--- src/rtl/kpd_pkg.sv ---
// Shared constants for the keypad scanner: register addresses, status bit
// positions and the scan state type. Assumes an 8-bit register interface.
package kpd_pkg;
    localparam int RW = 8;

    localparam logic [1:0] ADR_STAT   = 2'd0;
    localparam logic [1:0] ADR_DATA   = 2'd1;
    localparam logic [1:0] ADR_SETTLE = 2'd2;
    localparam logic [1:0] ADR_DIR    = 2'd3;

    localparam int STB_IEN   = 0;
    localparam int STB_BUSY  = 4;
    localparam int STB_NOKEY = 5;
    localparam int STB_KEY   = 6;
    localparam int STB_FLAG  = 7;

    typedef enum logic [0:0] {
        ST_IDLE   = 1'b0,
        ST_SETTLE = 1'b1
    } scan_st_t;
endpackage

--- src/rtl/kpd_sync.sv ---
// Multi-stage synchronizer for asynchronous inputs.
// Assumes STAGES >= 2. The flops reset to RST_VAL, which is the idle level of the inputs.
module kpd_sync #(
    parameter int             W       = 4,
    parameter int             STAGES  = 2,
    parameter logic [W-1:0]   RST_VAL = '1
) (
    input  logic         clk,
    input  logic         rst_n,
    input  logic [W-1:0] d,
    output logic [W-1:0] q
);
    localparam int TOT = W * STAGES;

    logic [TOT-1:0] shreg;

    // Shift the input through STAGES flop ranks.
    always_ff @(posedge clk) begin
        if (!rst_n) shreg <= {STAGES{RST_VAL}};
        else        shreg <= {shreg[TOT-W-1:0], d};
    end

    assign q = shreg[TOT-1 -: W];
endmodule

--- src/rtl/kpd_scan_fsm.sv ---
// Column scan sequencer. When start is seen in idle, it steps through columns 0..NCOL-1.
// Step s pulls column bit NCOL-1-s low. The sequencer waits settle clocks, then samples
// the synchronized rows. It pulses hit with the raw code, or none after the last step.
// Assumes settle covers the row synchronizer delay.
module kpd_scan_fsm #(
    parameter int NCOL     = 4,
    parameter int NROW     = 4,
    parameter int SETTLE_W = 8
) (
    input  logic                 clk,
    input  logic                 rst_n,
    input  logic                 start,
    input  logic [NROW-1:0]      rows_s,
    input  logic [SETTLE_W-1:0]  settle,
    output logic [NCOL-1:0]      col_o,
    output logic                 busy,
    output logic                 hit,
    output logic                 none,
    output logic [NROW+NCOL-1:0] code
);
    import kpd_pkg::*;

    localparam int SW = (NCOL > 1) ? $clog2(NCOL) : 1;
    localparam logic [SW-1:0] LAST = SW'(NCOL - 1);

    scan_st_t              st_q;
    logic [SW-1:0]         step_q;
    logic [SETTLE_W-1:0]   cnt_q;
    logic                  sample;
    logic                  any_low;

    assign busy    = (st_q == ST_SETTLE);
    assign sample  = busy && (cnt_q == '0);
    assign any_low = (rows_s != '1);
    assign hit     = sample && any_low;
    assign none    = sample && !any_low && (step_q == LAST);
    assign code    = {rows_s, col_o};

    // One column driver per line: low when idle or when this line's step is active.
    for (genvar c = 0; c < NCOL; c++) begin : g_col
        assign col_o[c] = busy && (step_q != SW'(NCOL - 1 - c));
    end

    // Scan state, step index and settle countdown.
    always_ff @(posedge clk) begin
        if (!rst_n) begin
            st_q   <= ST_IDLE;
            step_q <= '0;
            cnt_q  <= '0;
        end else begin
            case (st_q)
                ST_IDLE: begin
                    if (start) begin
                        st_q   <= ST_SETTLE;
                        step_q <= '0;
                        cnt_q  <= settle;
                    end
                end
                default: begin
                    if (cnt_q != '0) begin
                        cnt_q <= cnt_q - 1'b1;
                    end else if (any_low || step_q == LAST) begin
                        st_q   <= ST_IDLE;
                        step_q <= '0;
                    end else begin
                        step_q <= step_q + 1'b1;
                        cnt_q  <= settle;
                    end
                end
            endcase
        end
    end
endmodule

--- src/rtl/kpd_regs.sv ---
// Register file: status/control, key data, settle and direction.
// Holds the strobe flag and its two-read clear sequence, plus the scan result bits.
// Assumes one-clock reg_rd and reg_wr strobes. Read data is combinational from reg_sel.
module kpd_regs #(
    parameter int                 NCOL       = 4,
    parameter int                 NROW       = 4,
    parameter int                 SETTLE_W   = 8,
    parameter logic [SETTLE_W-1:0] SETTLE_RST = 4
) (
    input  logic                 clk,
    input  logic                 rst_n,
    input  logic [1:0]           reg_sel,
    input  logic                 reg_wr,
    input  logic                 reg_rd,
    input  logic [kpd_pkg::RW-1:0] reg_wdata,
    output logic [kpd_pkg::RW-1:0] reg_rdata,
    input  logic                 accept,
    input  logic                 hit,
    input  logic                 none,
    input  logic                 busy,
    input  logic [NROW+NCOL-1:0] code,
    output logic                 flag_q,
    output logic                 ien_q,
    output logic                 keyv_q,
    output logic [SETTLE_W-1:0]  settle_q,
    output logic [NCOL-1:0]      dir_q,
    output logic [NROW+NCOL-1:0] data_q
);
    import kpd_pkg::*;

    logic armed_q;
    logic nokey_q;
    logic rd_stat;
    logic rd_data;

    assign rd_stat = reg_rd && (reg_sel == ADR_STAT);
    assign rd_data = reg_rd && (reg_sel == ADR_DATA);

    // Software-writable control fields.
    always_ff @(posedge clk) begin
        if (!rst_n) begin
            ien_q    <= 1'b0;
            settle_q <= SETTLE_RST;
            dir_q    <= '0;
        end else if (reg_wr) begin
            case (reg_sel)
                ADR_STAT:   ien_q    <= reg_wdata[STB_IEN];
                ADR_SETTLE: settle_q <= reg_wdata[SETTLE_W-1:0];
                ADR_DIR:    dir_q    <= reg_wdata[NCOL-1:0];
                default:    ;
            endcase
        end
    end

    // Strobe flag: set wins over the status-then-data clear sequence.
    always_ff @(posedge clk) begin
        if (!rst_n) begin
            flag_q  <= 1'b0;
            armed_q <= 1'b0;
        end else begin
            if (accept)                       flag_q <= 1'b1;
            else if (rd_data && armed_q)      flag_q <= 1'b0;
            if (rd_stat && flag_q)            armed_q <= 1'b1;
            else if (rd_data)                 armed_q <= 1'b0;
        end
    end

    // Scan result status and latched raw code.
    always_ff @(posedge clk) begin
        if (!rst_n) begin
            keyv_q  <= 1'b0;
            nokey_q <= 1'b0;
            data_q  <= '1;
        end else if (accept) begin
            keyv_q  <= 1'b0;
            nokey_q <= 1'b0;
        end else if (hit) begin
            keyv_q  <= 1'b1;
            data_q  <= code;
        end else if (none) begin
            nokey_q <= 1'b1;
        end
    end

    // Read data multiplexer.
    always_comb begin
        reg_rdata = '0;
        case (reg_sel)
            ADR_STAT: begin
                reg_rdata[STB_IEN]   = ien_q;
                reg_rdata[STB_BUSY]  = busy;
                reg_rdata[STB_NOKEY] = nokey_q;
                reg_rdata[STB_KEY]   = keyv_q;
                reg_rdata[STB_FLAG]  = flag_q;
            end
            ADR_DATA:   reg_rdata = RW'(data_q);
            ADR_SETTLE: reg_rdata = RW'(settle_q);
            default:    reg_rdata = RW'(dir_q);
        endcase
    end
endmodule

--- src/rtl/kpd_scan_top.sv ---
// Keypad scanner top. Synchronizes the any-key strobe and the rows, and detects strobe
// falling edges, which are accepted only while idle. Wires the sequencer and the registers.
// The interrupt is the flag gated by its enable.
module kpd_scan_top #(
    parameter int NCOL       = 4,
    parameter int NROW       = 4,
    parameter int SETTLE_W   = 8,
    parameter int SETTLE_RST = 4,
    parameter int SYNC_STG   = 2
) (
    input  logic                    clk,
    input  logic                    rst_n,
    input  logic [1:0]              reg_sel,
    input  logic                    reg_wr,
    input  logic                    reg_rd,
    input  logic [kpd_pkg::RW-1:0]  reg_wdata,
    output logic [kpd_pkg::RW-1:0]  reg_rdata,
    output logic [NCOL-1:0]         col_o,
    output logic [NCOL-1:0]         col_oe_o,
    input  logic [NROW-1:0]         row_i,
    input  logic                    strobe_n_i,
    output logic                    irq_o
);
    logic [NROW-1:0]         rows_s;
    logic                    strobe_s;
    logic                    strobe_prev_q;
    logic                    accept;
    logic                    scan_busy;
    logic                    scan_hit;
    logic                    scan_none;
    logic [NROW+NCOL-1:0]    scan_code;
    logic                    strobe_flag;
    logic                    irq_en;
    logic                    key_valid;
    logic [SETTLE_W-1:0]     settle;
    logic [NCOL-1:0]         dir;
    logic [NROW+NCOL-1:0]    data_q;

    kpd_sync #(.W(1), .STAGES(SYNC_STG), .RST_VAL(1'b1)) u_strobe_sync (
        .clk(clk), .rst_n(rst_n), .d(strobe_n_i), .q(strobe_s)
    );

    kpd_sync #(.W(NROW), .STAGES(SYNC_STG), .RST_VAL({NROW{1'b1}})) u_row_sync (
        .clk(clk), .rst_n(rst_n), .d(row_i), .q(rows_s)
    );

    // Previous synchronized strobe level, for falling-edge detection.
    always_ff @(posedge clk) begin
        if (!rst_n) strobe_prev_q <= 1'b1;
        else        strobe_prev_q <= strobe_s;
    end

    assign accept = strobe_prev_q && !strobe_s && !scan_busy;

    kpd_scan_fsm #(.NCOL(NCOL), .NROW(NROW), .SETTLE_W(SETTLE_W)) u_fsm (
        .clk(clk), .rst_n(rst_n), .start(accept), .rows_s(rows_s), .settle(settle),
        .col_o(col_o), .busy(scan_busy), .hit(scan_hit), .none(scan_none), .code(scan_code)
    );

    kpd_regs #(.NCOL(NCOL), .NROW(NROW), .SETTLE_W(SETTLE_W),
               .SETTLE_RST(SETTLE_W'(SETTLE_RST))) u_regs (
        .clk(clk), .rst_n(rst_n), .reg_sel(reg_sel), .reg_wr(reg_wr), .reg_rd(reg_rd),
        .reg_wdata(reg_wdata), .reg_rdata(reg_rdata), .accept(accept), .hit(scan_hit),
        .none(scan_none), .busy(scan_busy), .code(scan_code), .flag_q(strobe_flag),
        .ien_q(irq_en), .keyv_q(key_valid), .settle_q(settle), .dir_q(dir), .data_q(data_q)
    );

    assign col_oe_o = dir;
    assign irq_o    = strobe_flag && irq_en;
endmodule

--- config.mk ---
export PLATFORM = sky130hd
export DESIGN_NAME = kpd_scan_top
export DESIGN_NICKNAME = d
export VERILOG_FILES = /design/src/rtl/kpd_pkg.sv /design/src/rtl/kpd_sync.sv /design/src/rtl/kpd_scan_fsm.sv /design/src/rtl/kpd_regs.sv /design/src/rtl/kpd_scan_top.sv
export SDC_FILE = /design/constraint.sdc
export NUM_CORES = 1
export LEC_CHECK = 0
export ABC_AREA = 1
export BUFFER_PORTS_ARGS = -buffer_cell sky130_fd_sc_hd__buf_2
export CORE_MARGIN = 8
export CORE_UTILIZATION = 55
export CTS_CLUSTER_DIAMETER = 100
export DETAILED_ROUTE_END_ITERATION = 16
export HOLD_SLACK_MARGIN = 0.02
export PLACE_DENSITY = 0.78
export SLEW_MARGIN = 5
export SYNTH_ARGS = -nofsm -noshare
export SYNTH_HDL_FRONTEND = slang
export SYNTH_SLANG_ARGS = --single-unit
export TNS_END_PERCENT = 5
--- constraint.sdc ---
create_clock -name clk -period 1.8 [get_ports clk]
set_input_delay 0.09 -clock clk [delete_from_list [all_inputs] [get_ports clk]]
set_output_delay 0.09 -clock clk [all_outputs]
set_load 0.005 [all_outputs]
## Word-level counts from Yosys, hierarchy flattened

Cells that the tools add are included.

| operators by class | value |
|---|---|
| add/sub/neg operators | 2 |
| $mul | 0 |
| div/mod/pow operators | 0 |
| magnitude comparators | 0 |
| eq/ne operators | 10 |
| shifts and indexed selects | 0 |
| mux-type cells | 19 |
| bitwise logic cells | 3 |
| reduce and logical (&&, ||, !) cells | 34 |

Operators with widths:

| operator | count |
|---|---|
| $mux W8 | 4 |
| $logic_and A1 B1 Y1 | 15 |
| $reduce_and A2 Y1 | 7 |
| $pmux W4 S3 | 1 |
| $pmux W3 S3 | 1 |
| $logic_not A8 Y1 | 1 |
| $mux W1 | 8 |
| $mux W2 | 4 |
| $reduce_bool A2 Y1 | 4 |
| $reduce_bool A8 Y1 | 1 |
| $sub A8 B1 Y8 const B | 1 |
| $eq A2 B2 Y1 const B | 3 |
| $ne A2 B2 Y1 const B | 3 |
| $ne A4 B4 Y1 const B | 1 |
| $logic_not A1 Y1 | 3 |
| $ne A3 B3 Y1 const B | 1 |
| $not A1 Y1 | 3 |
| $pmux W1 S3 | 1 |
| $add A2 B1 Y2 const B | 1 |
| $eq A2 B1 Y1 const B | 1 |
| $logic_not A2 Y1 | 1 |
| $ne A2 B1 Y1 const B | 1 |
| $reduce_or A2 Y1 | 1 |
| $logic_or A1 B1 Y1 | 1 |

| word-level totals | value |
|---|---|
| bits in registers | 47 |
| latch bits | 0 |
| bits in writable memories | 0 |
| ROM bits | 0 |
| input bits | 19 |
| output and inout bits | 17 |
| logic and storage cells | 82 |
| memories kept | 0 |

## Depth between registers and ports, before layout

| depth | value |
|---|---|
| depth in word-level cells | 5 |
| depth in mapped cells | 9 |
| depth with buffers taken out | 9 |

## By module

Synthesis repeated with hierarchy kept, for this count alone.

| unflattened totals | value |
|---|---|
| cells, all modules | 327 |
| area total of the unflattened synthesis | 2,318.5 µm² |

By module, submodules not included:

| module | instances | cells each | area an instance (µm²) | seq. area each (µm²) |
|---|---|---|---|---|
| kpd_regs | 1 | 154 | 1,079.8 | 500.5 |
| kpd_scan_fsm | 1 | 131 | 880.8 | 220.2 |
| kpd_sync (u_row_sync) | 1 | 29 | 255.2 | 160.2 |
| kpd_sync (u_strobe_sync) | 1 | 6 | 55.1 | 40.0 |
| kpd_scan_top | 1 | 7 | 47.5 | 20.0 |

## Worst setup path after synthesis

No wires, ideal clock.

| timing | value |
|---|---|
| kind | reg-to-reg |
| start point | register u_fsm.cnt_q[0] |
| end point | register u_regs.data_q[0] |
| setup time | 0.125 ns |
| arrival | 1.220 ns |
| data required time | 1.675 ns |
| slack | 0.454 ns |
| cell stages (with the launch flop) | 9 |
| buffers on the path | 1 |
| clock period less this slack | 1.346 ns |
| cell sequence | dfxtp_1 inv_2 ha_1 nand2_1 nor3_2 nand2_2 buf_6 nand2_1 o211ai_2 |

| between the ends | value |
|---|---|
| word-level cells in the longest chain between the ends | 4 |

RTL lines:

| what | line | source |
|---|---|---|
| start: declaration | kpd_scan_fsm.sv:28 | `logic [SETTLE_W-1:0] cnt_q;` |
| start signal: assignment | kpd_scan_fsm.sv:56 | `cnt_q <= settle;` |
| start signal: assignment | kpd_scan_fsm.sv:61 | `cnt_q <= cnt_q - 1'b1;` |
| start signal: assignment | kpd_scan_fsm.sv:67 | `cnt_q <= settle;` |
| $logic_not A8 Y1 | kpd_scan_fsm.sv:33 | `assign sample = busy && (cnt_q == '0);` |
| $logic_and A1 B1 Y1 | kpd_scan_fsm.sv:33 |  |
| $logic_and A1 B1 Y1 | kpd_scan_fsm.sv:35 | `assign hit = sample && any_low;` |
| $reduce_and A2 Y1 (no line) | n/a |  |
| end signal: assignment | kpd_regs.sv:79 | `data_q <= code;` |
| end: declaration | kpd_regs.sv:27 | `output logic [NROW+NCOL-1:0] data_q` |

Every way passes these cells.
A chain may end at the register's enable or synchronous reset.

## Worst setup path after layout

| timing | value |
|---|---|
| start point | register u_fsm.cnt_q[0] |
| end point | register u_regs.data_q[3] |

Same word-level chain as after synthesis.

==> impl_metrics.py <==
metrics = {
    "placed_design": {
        "dp_hpwl_um": 3714,
        "dpl.cell_count": 374,
        "gp_congestion": 0.8429,
        "portBuffers": 35,
        "dpl_cell_area_um2": 2387,
    },
    "timing": {
        "setup_tns_ps": 0,
        "relSlewSlack": 0.5893,
        "skew_ps": 13.73,
        "finalSetupViolations": 0,
        "fin_crit_ps": 1544,
        "max_freq_mhz": 647.7,
        "finalMaxSlewViolations": 0,
        "finalHoldViolations": 0,
        "period_share": 0.8578,
        "worst_slew_pin_slew_ps": 613.8,
        "rsz0062_at_grt": "false",
    },
    "synth": {
        "synth_mux_area_frac": 0,
        "synth_top_family_by_area": "simple AND/OR/NAND/NOR gates",
        "synth_xor_area_frac": 0.004007,
        "synth_area_um2": 2186,
        "yosys.area_share.simple": 0.3017,
        "yosys-top-cells-area": "dfxtp_1 (43%), nand2_1 (11%), nand3_1 (8.0%), a21oi_1 (5.0%), inv_1 (5.0%)",
        "synth_area_leader_cell": "dfxtp_1",
        "syn_avg_cell_area_um2": 7.410,
        "synth_top_area_share": 0.4305,
        "ys_types": 30,
        "ys_seq_area_frac": 0.4305,
        "synth-compound-area-share": 0.1425,
        "synthAdderAreaFrac": 0.03434,
        "synth-seq-cells": 47,
        "synthCells": 295,
        "syn_nets": 320,
        "ys_warn_count": 0,
    },
    "worst_hold_path": {
        "hold_depth": 3,
        "hp-class": "in -> reg",
    },
    "power_and_ir_drop": {
        "p_comb_frac": 0.212,
        "p_int_w": 0.001712,
        "switching_share": 0.2992,
        "pwr-share-seq": 0.473,
        "total_leakage_power_nw": 1.188,
        "power.density_nw_per_um2": 957.9,
        "pwr-share-clk": 0.315,
        "peakVddDrop_v": 0.0006654,
        "switchingPower_w": 0.0007310,
    },
    "setup_path": {
        "crit_path_start_kind": "flop",
        "crit_fanout": 14,
        "slowest_delay_ps": 330,
        "arrival_ps": 1730,
        "path_cells": "inv_2 -> ha_1 -> nand2_1 -> nor3_2 -> nand2_2 -> a21oi_1 -> o21ai_1",
        "cp.depth": 7,
        "path_class": "reg -> reg",
        "cpMaxStageDelayCell": "dfxtp_1",
        "crit_buf_inv": 1,
        "r2r_cells": 7,
        "crit_family": "simple AND/OR/NAND/NOR gates",
        "cp-end-kind": "flop",
        "critPathRequiredTime_ps": 1980,
    },
    "status": {
        "outcome": "complete, no violations",
    },
    "floorplanning": {
        "core_um2": 3914,
        "fp.dieH_um": 79.04,
        "num_io_pins": 36,
        "fp.dieW_um": 79.04,
        "initial_utilization": 0.5585,
        "die_area_um2": 6247,
        "rows": 23,
    },
    "final_layout": {
        "fill_cells": 364,
        "final_core_util": 0.6515,
        "fin_cells": 387,
        "syn_to_final_growth_pct": 16.66,
        "multi_input_area_um2": 1055,
        "final_nets": 361,
        "stdcell_area_um2": 2550,
        "ff_latch_area_um2": 940.9,
        "diodes": 0,
        "post_route_cells_drive_above_1_share": 0.1958,
    },
    "clock_network": {
        "cts_buffers": 5,
        "h-tree-depth": 2,
        "path_clk_slew_ps": 100,
        "clock-sinks": 47,
        "clk_path_buf_depth": 2,
        "cts_tree": "done",
        "insertion_delay_ps": 300,
        "root_buffer": "clkbuf_8",
        "post_cts_buffers": 0,
    },
    "routing": {
        "finalWirelength_um": 4970,
        "ant_nets": 0,
        "drcViolationCount": 0,
        "drt_iter0_drc": 94,
        "vias": 2015,
        "avgRoutedWirePerCell_um": 12.84,
        "drt-pass1-iter-count": 4,
        "vias_per_cell": 5.207,
    },
    "global_routing": {
        "grt_util_all_layers": 0.1629,
        "antenna_found_initial": 0,
        "grt-ovfl-total": 0,
        "grt_max_degree": 26,
        "grt_pass1_wl_um": 8217,
        "first_global_vias": 1849,
    },
    "run": {
        "maxCapViolCount": 0,
    },
}
synthesized netlist by cell type (all sizes together):
library cell and count:
a21oi 23, a31oi 1, buf 4, clkbuf 3
clkinv 1, dfxtp 47, ha 6, inv 38
nand2 68, nand3 35, nand4 2, nor2 27
nor3 2, o2111ai 1, o211ai 2, o21ai 19
o221ai 5, or2 10, xnor2 1
sequential cells by signal, indices dropped and copies added (netlist names):
register,count
u_regs.nokey_q,1
u_fsm.step_q,2
u_regs.dir_q,4
u_regs.armed_q,1
u_regs.flag_q,1
u_regs.settle_q,8
u_regs.ien_q,1
strobe_prev_q,1
u_regs.data_q,8
u_regs.keyv_q,1
u_fsm.cnt_q,8
u_fsm.busy,1
u_strobe_sync.shreg,2
u_row_sync.shreg,8
placed cells by master, fill, tap and decap left out, types with 2 or more instances in the layout:
| master | count |
|---|---|
| a21oi_1 | 22 |
| buf_2 | 35 |
| clkbuf_8 | 5 |
| dfxtp_1 | 47 |
| dlygate4sd3_1 | 5 |
| ha_1 | 6 |
| inv_1 | 29 |
| inv_2 | 9 |
| nand2_1 | 65 |
| nand2_2 | 2 |
| nand3_1 | 35 |
| nand4_1 | 2 |
| nor2_1 | 21 |
| nor2_2 | 4 |
| nor2_4 | 2 |
| o21ai_0 | 5 |
| o21ai_1 | 13 |
| o221ai_1 | 5 |
| or2_1 | 10 |
worst paths after layout:
kind / start / endpoint / slack (ps)
worst min register to register: u_row_sync.shreg[0] / u_row_sync.shreg[4] / 400
worst max register to register: u_fsm.cnt_q[0] / u_regs.data_q[3] / 260
worst max-delay path: u_fsm.cnt_q[0] / u_regs.data_q[3] / 260
worst min-delay path: reg_wdata[2] / u_regs.settle_q[2] / 60
cell families (layout without fill, tap and decap cells):
| kind of cell | after synthesis | count (layout) |
|---|---|---|
| compound gates | 51 | 51 |
| simple gates | 144 | 144 |
| fa+ha+maj | 6 | 6 |
| xor+xnor | 1 | 1 |
| buf+inv | 46 | 88 |
| flops | 47 | 47 |
power by group through the flow:
stage	clock [W]	sequential, W	combinational, W
after floorplan	0	0.00116	0.000392
after global placement	0	0.00118	0.000498
after detailed placement	0	0.00118	0.000508
after CTS	0.000788	0.00115	0.000520
after global routing	0.000831	0.00116	0.000586
final	0.000769	0.00115	0.000519
final cells by class:
type	count	share of cell area
well taps	50	0.02453
repair buffers	41	0.09127
flip-flops and latches	47	0.3690
clock buffers	5	0.02699
multi-input cells	202	0.4136
clock inverters	3	0.01717
inverters	39	0.05741
through the flow:
stage               setup WS (ps)  power (W)  hold slack [ps]
finish                      256.0   0.002443            56.46
detailed placement          288.5   0.001686            274.5
floorplan                   454.2   0.001556            189.9
global route                96.39   0.002580            63.05
global placement            334.5   0.001676            269.0
CTS                         263.8   0.002462            44.52
worst min-delay path, stage by stage:
cell and delay (ps):
buf_2 90, nand3_1 70, nand3_1 70
repair_timing:
action                    CTS  global route
hold buffers                5             0
gates resized for setup     0             0
hold endpoints to repair    5             0
layer usage:
layer | vias up | wire, µm | track usage
li1 | 1046 | - | -
met1 | 914 | 2269 | 0.1953
met2 | 51 | 2412 | 0.2728
met3 | 4 | 239 | 0.04289
met4 | 0 | 48 | 0.05926
met5 | - | 0 | 0
No activity file was read; power rests on OpenSTA's default activity.
